`config.mk`:
```
export PLATFORM = sky130hd
export DESIGN_NAME = nand_ecc_gen
export DESIGN_NICKNAME = d
export VERILOG_FILES = /design/src/rtl/nand_ecc_gen.sv
export SDC_FILE = /design/constraint.sdc
export NUM_CORES = 1
export LEC_CHECK = 0
export BUFFER_PORTS_ARGS = -buffer_cell sky130_fd_sc_hd__clkbuf_2
export CAP_MARGIN = 20
export CORE_ASPECT_RATIO = 1.1
export CORE_MARGIN = 1
export CORE_UTILIZATION = 50
export CTS_CLUSTER_SIZE = 30
export DETAILED_ROUTE_END_ITERATION = 16
export PLACE_DENSITY = 0.71
export SETUP_SLACK_MARGIN = 0.15
export SLEW_MARGIN = 40
export SYNTH_ARGS = -nofsm -noshare
export SYNTH_HDL_FRONTEND = slang
export SYNTH_SLANG_ARGS = --single-unit
```
`constraint.sdc`:
```
create_clock -name clk -period 7 [get_ports clk]
set_input_delay 0.35 -clock clk [delete_from_list [all_inputs] [get_ports clk]]
set_output_delay 0.35 -clock clk [all_outputs]
set_load 0.005 [all_outputs]
```
`src/rtl/nand_ecc_gen.sv`:
```
module nand_ecc_gen #(
  parameter logic [7:0] CODE_RST = 8'hF4,
  parameter logic [7:0] CODE_ACC = 8'hB4,
  parameter logic [7:0] CODE_RES = 8'hD4
) (
  input  logic        clk,
  input  logic        rst_n,
  input  logic        mode_we_i,
  input  logic [7:0]  mode_i,
  input  logic        byte_vld_i,
  input  logic [7:0]  byte_i,
  input  logic        rd_i,
  output logic [15:0] rd_data_o
);
  localparam int AW     = 8;
  localparam int LPW    = 2 * AW;
  localparam int CPW    = 6;
  localparam int CW     = AW + 2;
  localparam int SECTOR = 2 * (2 ** AW);

  typedef enum logic [1:0] {M_IDLE = 2'd0, M_RST = 2'd1, M_ACC = 2'd2, M_RES = 2'd3} mode_e;

  mode_e          mode_q;
  logic           armed_q;
  logic [CW-1:0]  cnt_q;
  logic [1:0]     ptr_q;
  logic [LPW-1:0] lp_q [2];
  logic [CPW-1:0] cp_q [2];

  logic           par;
  logic [AW-1:0]  addr;
  logic           half;
  logic           take;
  logic [LPW-1:0] lp_hit;
  logic [CPW-1:0] cp_hit;
  logic [7:0]     col0, col1;
  logic [15:0]    word;

  assign par  = ^byte_i;
  assign addr = cnt_q[AW-1:0];
  assign half = cnt_q[AW];
  assign take = (mode_q == M_ACC) && byte_vld_i && armed_q && (cnt_q < CW'(SECTOR));

  always_comb begin
    for (int k = 0; k < AW; k++) begin
      lp_hit[2*k+1] = par & addr[k];
      lp_hit[2*k]   = par & ~addr[k];
    end
  end

  assign cp_hit = {^(byte_i & 8'hF0), ^(byte_i & 8'h0F),
                   ^(byte_i & 8'hCC), ^(byte_i & 8'h33),
                   ^(byte_i & 8'hAA), ^(byte_i & 8'h55)};

  for (genvar h = 0; h < 2; h++) begin : g_half
    always_ff @(posedge clk) begin
      if (!rst_n || mode_q == M_RST) begin
        lp_q[h] <= '0;
        cp_q[h] <= '0;
      end else if (take && half == 1'(h)) begin
        lp_q[h] <= lp_q[h] ^ lp_hit;
        cp_q[h] <= cp_q[h] ^ cp_hit;
      end
    end
  end

  always_ff @(posedge clk) begin
    if (!rst_n) begin
      mode_q  <= M_IDLE;
      armed_q <= 1'b0;
      cnt_q   <= '0;
      ptr_q   <= '0;
    end else begin
      case (mode_q)
        M_RST: begin
          cnt_q <= '0;
          ptr_q <= '0;
          if (rd_i) armed_q <= 1'b1;
        end
        M_ACC: if (take) cnt_q <= cnt_q + 1'b1;
        M_RES: if (rd_i) ptr_q <= (ptr_q == 2'd2) ? 2'd0 : ptr_q + 2'd1;
        default: ;
      endcase
      if (mode_we_i) begin
        if (mode_i == CODE_RST) begin
          mode_q  <= M_RST;
          armed_q <= 1'b0;
        end else if (mode_i == CODE_ACC) begin
          mode_q <= M_ACC;
        end else if (mode_i == CODE_RES) begin
          mode_q <= M_RES;
        end
      end
    end
  end

  assign col0 = {cp_q[0], 2'b11};
  assign col1 = {cp_q[1], 2'b11};

  always_comb begin
    case (ptr_q)
      2'd1:    word = {lp_q[1][7:0], col0};
      2'd2:    word = {col1, lp_q[1][15:8]};
      default: word = lp_q[0];
    endcase
  end

  assign rd_data_o = (mode_q == M_RES) ? word : 16'h0000;
endmodule

```
==> results of run 1 <==
## critical path: cells and delay by family (launching register included)
family / cells / cell delay [ns]
compound gates: 2 / 0.57
buf+inv: 2 / 0.26
flops: 1 / 0.33
fa+ha+maj: 1 / 0.71
## power by group through the flow
stage,registers [uW],logic [uW],clock network [uW]
6_report,389,131,336
3_5_place_dp,396,130,0
2_1_floorplan,394,91.9,0
4_1_cts,389,130,339
3_3_place_gp,396,111,0
5_1_grt,390,145,353
## per-stage QoR
step,hold slack (ns),power (uW),std cells
2_1_floorplan,0.428,486,344
3_3_place_gp,0.468,507,441
3_5_place_dp,0.472,526,443
4_1_cts,0.234,858,459
5_1_grt,0.241,888,459
6_report,0.243,855,459
## cell type report
cell class | count | area [sq um] | area share, %
clock buffers | 10 | 128 | 3.42
clock inverters | 6 | 80.1 | 2.14
inverters | 13 | 48.8 | 1.31
multi-input cells | 251 | 1530 | 41.0
flip-flops and latches | 59 | 1620 | 43.4
well taps | 80 | 100 | 2.68
repair buffers | 40 | 225 | 6.03
## synthesized netlist by cell type, types with 2 or more instances
library cell and n:
sky130_fd_sc_hd__edfxtp_1 44, sky130_fd_sc_hd__a22oi_1 13, sky130_fd_sc_hd__clkbuf_2 3, sky130_fd_sc_hd__nor4_1 2, sky130_fd_sc_hd__dfxtp_1 15, sky130_fd_sc_hd__or3_2 4, sky130_fd_sc_hd__nand4_1 7, sky130_fd_sc_hd__a31oi_1 2
sky130_fd_sc_hd__ha_1 4, sky130_fd_sc_hd__xor2_1 4, sky130_fd_sc_hd__nand3_1 5, sky130_fd_sc_hd__clkbuf_1 18, sky130_fd_sc_hd__xnor2_1 29, sky130_fd_sc_hd__o21ai_0 37, sky130_fd_sc_hd__or3_1 28, sky130_fd_sc_hd__a211oi_1 16
sky130_fd_sc_hd__nand2_1 8, sky130_fd_sc_hd__nor2_1 42, sky130_fd_sc_hd__nor3_1 2, sky130_fd_sc_hd__inv_1 13, sky130_fd_sc_hd__a21oi_1 42
## sequential cells by signal, indices dropped and copies added, names as in the netlist
signal	cells
lp_q	32
cp_q	12
cnt_q	10
mode_q	2
ptr_q	2
armed_q	1
## layer usage
layer | up-vias | GRT usage, % | wire (microns)
met2 | 101 | 40.6 | 3810
met5 | - | 0 | 0
met1 | 1313 | 34.3 | 3450
met3 | 17 | 3.26 | 423
met4 | 0 | 11.6 | 143
li1 | 1319 | - | -
## cells by family (layout without fill, tap and decap cells)
family / after synthesis / in the layout
AO/OA/AOI/OAI: 111 / 111
XOR/XNOR: 34 / 34
adder cells (fa/ha/maj): 4 / 4
buffers and inverters: 34 / 69
flip-flops: 59 / 59
AND/OR/NAND/NOR: 102 / 102
## cells in the final DEF, fill, tap and decap left out, drive strengths merged, types with 2 or more instances in the layout
cell type,count
clkbuf,46
edfxtp,44
nor2,42
a21oi,42
o21ai,37
or3,32
xnor2,30
a211oi,16
dfxtp,15
inv,13
a22oi,13
nand2,8
nand4,7
nand3,5
xor2,4
ha,4
buf,4
clkinv,3
nor4,2
a31oi,2
nor3,2
bufinv,2
## worst min path at each step
stage | end | slack, ns | cells past startpoint
6_report | mode_q[1] | 0.24 | 3
5_1_grt | mode_q[1] | 0.24 | 3
4_1_cts | mode_q[1] | 0.23 | 3
3_5_place_dp | ptr_q[1] | 0.47 | 2
3_3_place_gp | ptr_q[0] | 0.47 | 2
2_1_floorplan | cnt_q[9] | 0.43 | 2
==> results, run 1 <==
- The flow ran to the end, and the final reports show no timing, DRC or antenna violations.
- The count of nets left with antenna violations once routing finished came out at 0.
- The maximum VDD drop is between 0.1 and 0.15 mV.
- The setup violation total in the final timing report is 0.
- In this run the post-CTS setup repair buffer count came out at 0.
- The cell area power density is ~230 mW/mm^2.
- The endpoint arrival time on the critical path is between 2 and 2.5 ns.
- Summing all placed instances gives a cell area of about 0.0035 sq mm.
- Buffers placed on the I/O ports in this run total 36.
- In this run the cell area of the synthesized design comes to ~0.0033 sq mm.
- The worst path required time is 6.65 ns.
- The endpoint class of the critical path is an output pin.
- The floorplan die height is 86.6 microns.
- Counting along the longest clock path gives a buffer depth of 2.
- The total via count in the routed design is roughly 2800.
- The fraction of final layout cells with drive strength greater than 1 is 16.9%.
- The number of max-slew violations in the final report is 0.
- Summing all non-filler instances in the final layout gives an area of 0.00374 sq mm.
- The first global-routing pass estimated 12.9 mm of wire.
- After global routing the overflow that remains totals 0.
- The clock tree from TritonCTS is built.
- The repair_antennas step left the layout with diodes totalling 0.
- The clock network power share is 39.2%.
- Counting every net in the synthesized netlist gives between 300 and 400.
- Global routing used 25.3% of the available tracks.
- Of the total synthesized cell area, the portion taken by AND, OR, NAND and NOR gates is 15.8%.
- The number of antenna violations at the first check in global routing was 0.
- Post-CTS repair changed the size of 0 cells.
- Clock skew on the completed layout was measured at 0.00940 ns.
- The later pin in the worst-skew pair is clocked with a latency of 0.34 ns.
- The signal on the critical path passes through inv_1, ha_1, a22oi_1, a211oi_1, clkbuf_2.
- Setup repair after global routing left no endpoint under its margin.
- The number of design-rule violations left by the first detailed-router iteration is between 200 and 300.
- The number of hold buffers added after CTS was 0.
- The sequential-to-total area share from yosys stat is 49.8%.
- The floorplan has 30 rows.
- The number of library cell types mapped by synthesis is 27.
- At the end of the flow the core is filled with cells to about three fifths.
- The final net count is approximately 400.
- Measured in cells, the most critical reg-to-reg path has a length of 4.
- Ranked by total cell area, the synthesized netlist is headed by sky130_fd_sc_hd__edfxtp_1 (41%), sky130_fd_sc_hd__dfxtp_1 (9.2%), sky130_fd_sc_hd__xnor2_1 (7.8%).
- The largest net degree at the start of global routing is 33.
- The overall die width is a little under 80 microns.
- The worst setup path category is flip-flop to output pin.
- The startpoint identified for the worst register-to-register timing path is mode_q[1].
- The number of warnings printed during yosys synthesis is 0.
- The top cell type by area accounts for between 40 and 50% of the synthesized area.
- The leakage power total is around 0.0012 uW.
- In the synthesized netlist the dominant register cell turns out to be sky130_fd_sc_hd__edfxtp_1.
- The count of fill cells added during filler insertion is around 540.
- The H-tree level count is 3.
- The number of max-capacitance violations reported is 0.
- The arithmetic-cell share of the synthesized area counting full adders, half adders and majority gates is between 1.5 and 2%.
- The share of power burned in combinational logic is 15.3%.
- The root buffer cell chosen for the clock tree is sky130_fd_sc_hd__clkbuf_8.
- After clock tree synthesis, the clock-pin slew on the worst setup and hold paths is roughly 0.060 ns.
- The count of TritonRoute iterations in the first routing pass is 5.
- The cell accounting for the most synthesized area is sky130_fd_sc_hd__edfxtp_1.
- The share of synthesized area spent on multiplexers is 0%.
- The ratio of final minimum period to clock period is a little over a third.
- The design internal power is 636 uW.
- By area, the combinational part of the netlist is dominated by compound AO/OA/AOI/OAI gates.
- The flip-flop and latch count after synthesis is 59.
- Derived from the worst setup path, the maximum achievable clock frequency is 0.391 GHz.
- The compound-cell area share of the yosys netlist is between 10% and 20%.
- OpenSTA, run right after detailed placement, puts the worst setup slack at between 4 and 5 ns.
- The per-instance average area after synthesis is between 9 and 10 sq um.
- The detailed-route vias per instance is about 6.
- The clock period could shrink to about 2.6 ns.
- The setup TNS is 0 ns.
- The xor/xnor cell area share of the yosys netlist is 9.38%.
- The number of synthesized flops with an enable pin is 44.
- For this run, design rule violations remaining after detail routing come to 0.
- Net switching is between 20 and 30% of the power.
- The tightest slew margin relative to the limit is 43.9%.
- The most critical setup path has its startpoint at ptr_q[1].
- The share of flip-flops with an asynchronous set or reset after synthesis is 0%.
- The switching power of the nets is between 200 and 250 uW.
- The clock buffer count from CTS is 9.
- The capturing instance or port of the critical path is rd_data_o[5].
- The worst setup margin is between 4 and 5 ns.
- The congestion estimate from routability-driven global placement came to between 0.8 and 0.9.
- The cell count after synthesis is around 340.
- The slowest cell on the critical path is sky130_fd_sc_hd__ha_1.
- The slew at the pin with the worst max-slew slack is around 0.84 ns.
- The worst register-to-register path ends at lp_q[1][12].
- Relative to the synthesized area, the layout overhead comes to 14.8%.
- The sequential cell fraction of total power is about 46%.
- The setup check on the worst reg-to-reg path leaves a slack of just over 5 ns.
- The kind of start point of the critical path is a flip-flop.
- After legalization and detailed placement, the total HPWL measured ~5.2 mm.
- The final count of hold timing violations is 0.
- The type of the tightest min-delay check is primary input to flip-flop.
- The largest fanout of any net on the critical path is 17.
- The die covers 0.00684 sq mm.
- The initial cell density of the core is a little over half.
- The number of global-route vias before repair was between 2000 and 3000.
- The startpoint identified for the worst hold timing path is rst_n.
- The final wirelength is just under 8 mm.
- The total number of clock tree sinks is 59.
- Dividing the detail-routed wire length by the instance count gives roughly 17 microns.
- On the worst path, the slowest cell contributes a delay of roughly 0.7 ns.
- The floorplan step defined a core boundary enclosing ~0.0062 sq mm.
- The count of boundary I/O pins is 37.
Note: power is estimated with default switching activity, not from simulation.
==> run 2: changes to the inputs <==
Settings changed: ABC_AREA from default to 1, PLACE_DENSITY 0.71 to 0.7.
Clock period 7 ns to 2.7 ns, I/O delays scaled along.
==> run 2 against run 1 <==
Total power grew 120%. Sequential cell count is the same. Hold slack lost 0.17 ns. Combinational power grew 68%. Global-route usage grew 0.21 points. Setup slack lost 4.1 ns. Non-clock buffer count grew 2. Die area grew 18%. Cell count grew 49%. Sequential share of layout area shrank 5.4 points. Count of clock-buffer cells in the layout grew 2. Cell area grew 14%. Critical path type unchanged. Largest cell class is now multi-input combinational cells.
==> results, run 2 <==
- The slew at the pin with the worst max-slew slack is 0.648 ns (-0.193 ns).
- The maximum VDD drop is 0.239 mV (+62%).
- The number of synthesized flops with an enable pin is 44 (unchanged).
- Among all cell types in the netlist, the one instantiated most often is sky130_fd_sc_hd__nand2_1.
- The largest buffer count on any clock path is 2 (unchanged).
- Leaving out fill and tap cells, the most frequent cell in the layout is sky130_fd_sc_hd__nand2_1.
- The fraction of final layout cells with drive strength greater than 1 was 12.1% (-4.8 points).
- The clock latency at the later pin of the worst-skew pair is 0.33 ns (about the same).
- The routed wire length per instance came to 13.8 microns (-19%).
- The count of boundary I/O pins is 37 (unchanged).
- The clock tree from TritonCTS is built.
- The cell count after synthesis is 540 (+57%).
- The final net count was 598 (+50%).
- The H-tree level count is 3 (unchanged).
- The worst path required time is 2.57 ns (-4.08 ns).
- The final wirelength is 9.44 mm (+20%).
- The cell area power density came to 444 mW/mm^2 (+94%).
- The proportion of netlist area held by the largest area contributor is 34.1% (-6.5 points).
- The flip-flop and latch count after synthesis was 59 (unchanged).
- The number of max-slew violations in the final report is 0 (unchanged).
- The overflow left after global routing is 0 (unchanged).
- The per-instance average area after synthesis is 7.17 sq um (-24%).
- The final count of hold timing violations was 0 (unchanged).
- The cell area after placement is 0.00411 sq mm (+16%).
- The sequential-to-total area share from yosys stat is 41.9% (-7.9 points).
- The clock buffer count from CTS is 9 (unchanged).
- The initial cell density of the core is 51.8% (-0.43 points).
- The global placement routability congestion is 0.829 (+2.5%).
- The largest fanout of any net on the critical path is 22 (+5).
- The number of global-route vias before repair is 3362 (+31%).
- The final period demand of the worst path is approximately 2.3 ns.
- The tightest min-delay check is of the primary input to flip-flop type.
- The post-synth net total is 565 (+53%).
- The design internal power is 1390 uW (+120%).
- Setup repair after global routing left no endpoint under its margin.
- The overall die width came to 85.9 microns (+8.8%).
- The floorplan die height is 94.3 microns (+8.9%).
- In the layout the commonest cells are sky130_fd_sc_hd__nand2_1 (125), sky130_fd_sc_hd__inv_1 (111), sky130_fd_sc_hd__edfxtp_1 (44).
- The antenna diode count was 0 (unchanged).
- More flip-flops sit in one register than any other, and that register is lp_q.
- The fmax is approximately 0.43 GHz.
- The number of routed nets with antenna violations is 0 (unchanged).
- The remaining routing DRC violations is 0 (unchanged).
- The switching power as a share of total power is 26.8% (+1.2 points).
- The flow ran to the end, and the final reports show no timing, DRC or antenna violations.
- The synthesized cell area is 0.00387 sq mm (+19%).
- The area of the core region is 0.00747 sq mm (+20%).
- The number of max-capacitance violations reported is 0 (unchanged).
- The site row count is 33 (+10%).
- The total number of clock tree sinks came to 59 (unchanged).
- The count of TritonRoute iterations in the first routing pass is 5 (unchanged).
- The share of power burned in combinational logic is 11.6% (-3.7 points).
- The post-CTS clock slew at the launch and capture registers of the worst setup and hold paths is 0.07 ns (about the same).
- The commonest cells after synthesis are sky130_fd_sc_hd__nand2_1 (125), sky130_fd_sc_hd__inv_1 (111), sky130_fd_sc_hd__edfxtp_1 (44).
- The total via count in the routed design is 3569 (+30%).
- The count of cells resized by post-cts repair is 0 (unchanged).
- The number of setup buffers added after CTS came to 0 (unchanged).
- The tree is rooted in a sky130_fd_sc_hd__clkbuf_8.
- The area growth from synthesis to layout is 10.1%.
- The flip-flop count of the largest register after layout is 32 (unchanged).
- The share of flip-flops with an asynchronous set or reset after synthesis is 0% (unchanged).
- The kind of start point of the critical path is a flip-flop.
- The count of fill cells added during filler insertion is 731 (+36%).
- The placed wire-length estimate after detailed placement is 6.59 mm (+28%).
- The setup TNS is 0 ns (unchanged).
- The switching power of the nets is 508 uW (+130%).
- The number of warnings printed during yosys synthesis is 0 (unchanged).
- The number of buffers added to fix hold violations after cts came to 0 (unchanged).
- The global-route total usage across every layer is 25.5% (+0.21 points).
- The setup clock skew after layout is 0.00948 ns (+0.0000816 ns).
- The die area is 0.00810 sq mm (+18%).
- The final cell utilization of the core is 57.1% (-2.9 points).
- The worst setup path category is flip-flop to output pin.
- Yosys attributes the largest share of cell area to sky130_fd_sc_hd__edfxtp_1 (34%), sky130_fd_sc_hd__nand2_1 (12%), sky130_fd_sc_hd__inv_1 (11%).
- The ratio of final minimum period to clock period is a little under nine tenths.
- The largest net degree at the start of global routing is 49 (+48%).
- The number of design-rule violations left by the first detailed-router iteration is 281 (+9.3%).
- The final non-filler cell area was 0.00426 sq mm (+14%).
- Among all flip-flop cells after synthesis, the most frequent one is sky130_fd_sc_hd__edfxtp_1.
- The cell accounting for the most synthesized area is sky130_fd_sc_hd__edfxtp_1.
- The global-route wire length before repair is 15.9 mm (+23%).
- The leakage power total is 0.00203 uW (+64%).
- The number of library cell types mapped by synthesis is 32 (+19%).
- The endpoint class of the critical path is an output pin.
- The sequential cell fraction of total power is 53.3% (+7.8 points).
- The number of antenna violations at the first check in global routing is 0 (unchanged).
- The endpoint arrival time on the critical path came to 2.19 ns (-0.02 ns).
- The largest registers in the layout are lp_q (32), cp_q (12), cnt_q (10).
- The clock network power share is 35.0% (-4.2 points).
- The setup violation total in the final timing report is 0 (unchanged).
- The final hold slack came to 0.0753 ns (-0.168 ns).
- The count of buffers from port buffering is 36 (unchanged).
- The detailed-route vias per instance is 5.23 (-13%).
- The tightest slew margin relative to the limit is 56.6% (+13 points).
[run 2: changes by cell type in the layout (fill, tap and decap cells not counted), moves of 6 or more]
| cell | before | now |
|---|---|---|
| sky130_fd_sc_hd__a211oi_1 | 16 | 0 |
| sky130_fd_sc_hd__nand4_1 | 7 | 34 |
| sky130_fd_sc_hd__nand3_1 | 3 | 28 |
| sky130_fd_sc_hd__a22oi_1 | 13 | 0 |
| sky130_fd_sc_hd__xnor2_1 | 29 | 6 |
| sky130_fd_sc_hd__nand2_1 | 8 | 125 |
| sky130_fd_sc_hd__inv_1 | 13 | 111 |
| sky130_fd_sc_hd__or3_1 | 28 | 0 |
| sky130_fd_sc_hd__o21ai_1 | 0 | 6 |
| sky130_fd_sc_hd__a21oi_1 | 42 | 35 |
[run 2: metrics by stage]
step                total power, uW  setup slack [ns]  instances
floorplan                      1200           -0.0406        540
global placement               1240             0.518        667
detailed placement             1250             0.634        667
CTS                            1900             0.383        683
global route                   1980             0.178        683
finish                         1890             0.373        683
[run 2: path summary, 6_finish.rpt]
kind                        end       from  cells after the start  slack, ns
setup / recovery  rd_data_o[13]   ptr_q[0]                      6       0.37
hold / removal        mode_q[0]      rst_n                      3       0.08
setup reg to reg    lp_q[1][11]  mode_q[1]                      5       0.74
hold reg to reg        cnt_q[9]   cnt_q[9]                      2       0.49
[run 2: layout make-up]
class / count / area (sq um) / area share (%)
sequential: 59 / 1620 / 38.0
timing repair buffer: 42 / 225 / 5.28
clock inverter: 4 / 17.5 / 0.411
inverter: 117 / 442 / 10.4
clock buffer: 12 / 135 / 3.17
tap: 105 / 131 / 3.08
multi-input combinational: 344 / 1690 / 39.7
[run 2: layer usage]
metal	global-route usage (%)	up-vias	share of wire, %
met1	32.6	1624	46
met4	10.3	0	2.1
li1	-	1821	-
met2	42.5	101	47
met5	0	-	0
met3	4.83	23	4.9
[run 2: logic make-up after synthesis]
family	synth area share, %
flops	41.9
xor+xnor	1.81
compound gates	12.1
buf+inv	14.9
simple gates	28.0
fa+ha+maj	1.29
[run 2: worst max-delay path, cell delays in order, from the launching register on]
cell and delay [ns]:
sky130_fd_sc_hd__dfxtp_1 0.38, sky130_fd_sc_hd__inv_1 0.08, sky130_fd_sc_hd__ha_1 0.43, sky130_fd_sc_hd__inv_1 0.53, sky130_fd_sc_hd__o21ai_0 0.24, sky130_fd_sc_hd__inv_1 0.09
sky130_fd_sc_hd__clkbuf_2 0.11
[run 2: power groups by stage]
stage / clock network (uW) / registers (uW) / logic, uW
4_1_cts: 669 / 1010 / 218
3_3_place_gp: 0 / 1030 / 210
3_5_place_dp: 0 / 1030 / 218
5_1_grt: 709 / 1010 / 253
2_1_floorplan: 0 / 1030 / 174
6_report: 664 / 1010 / 220
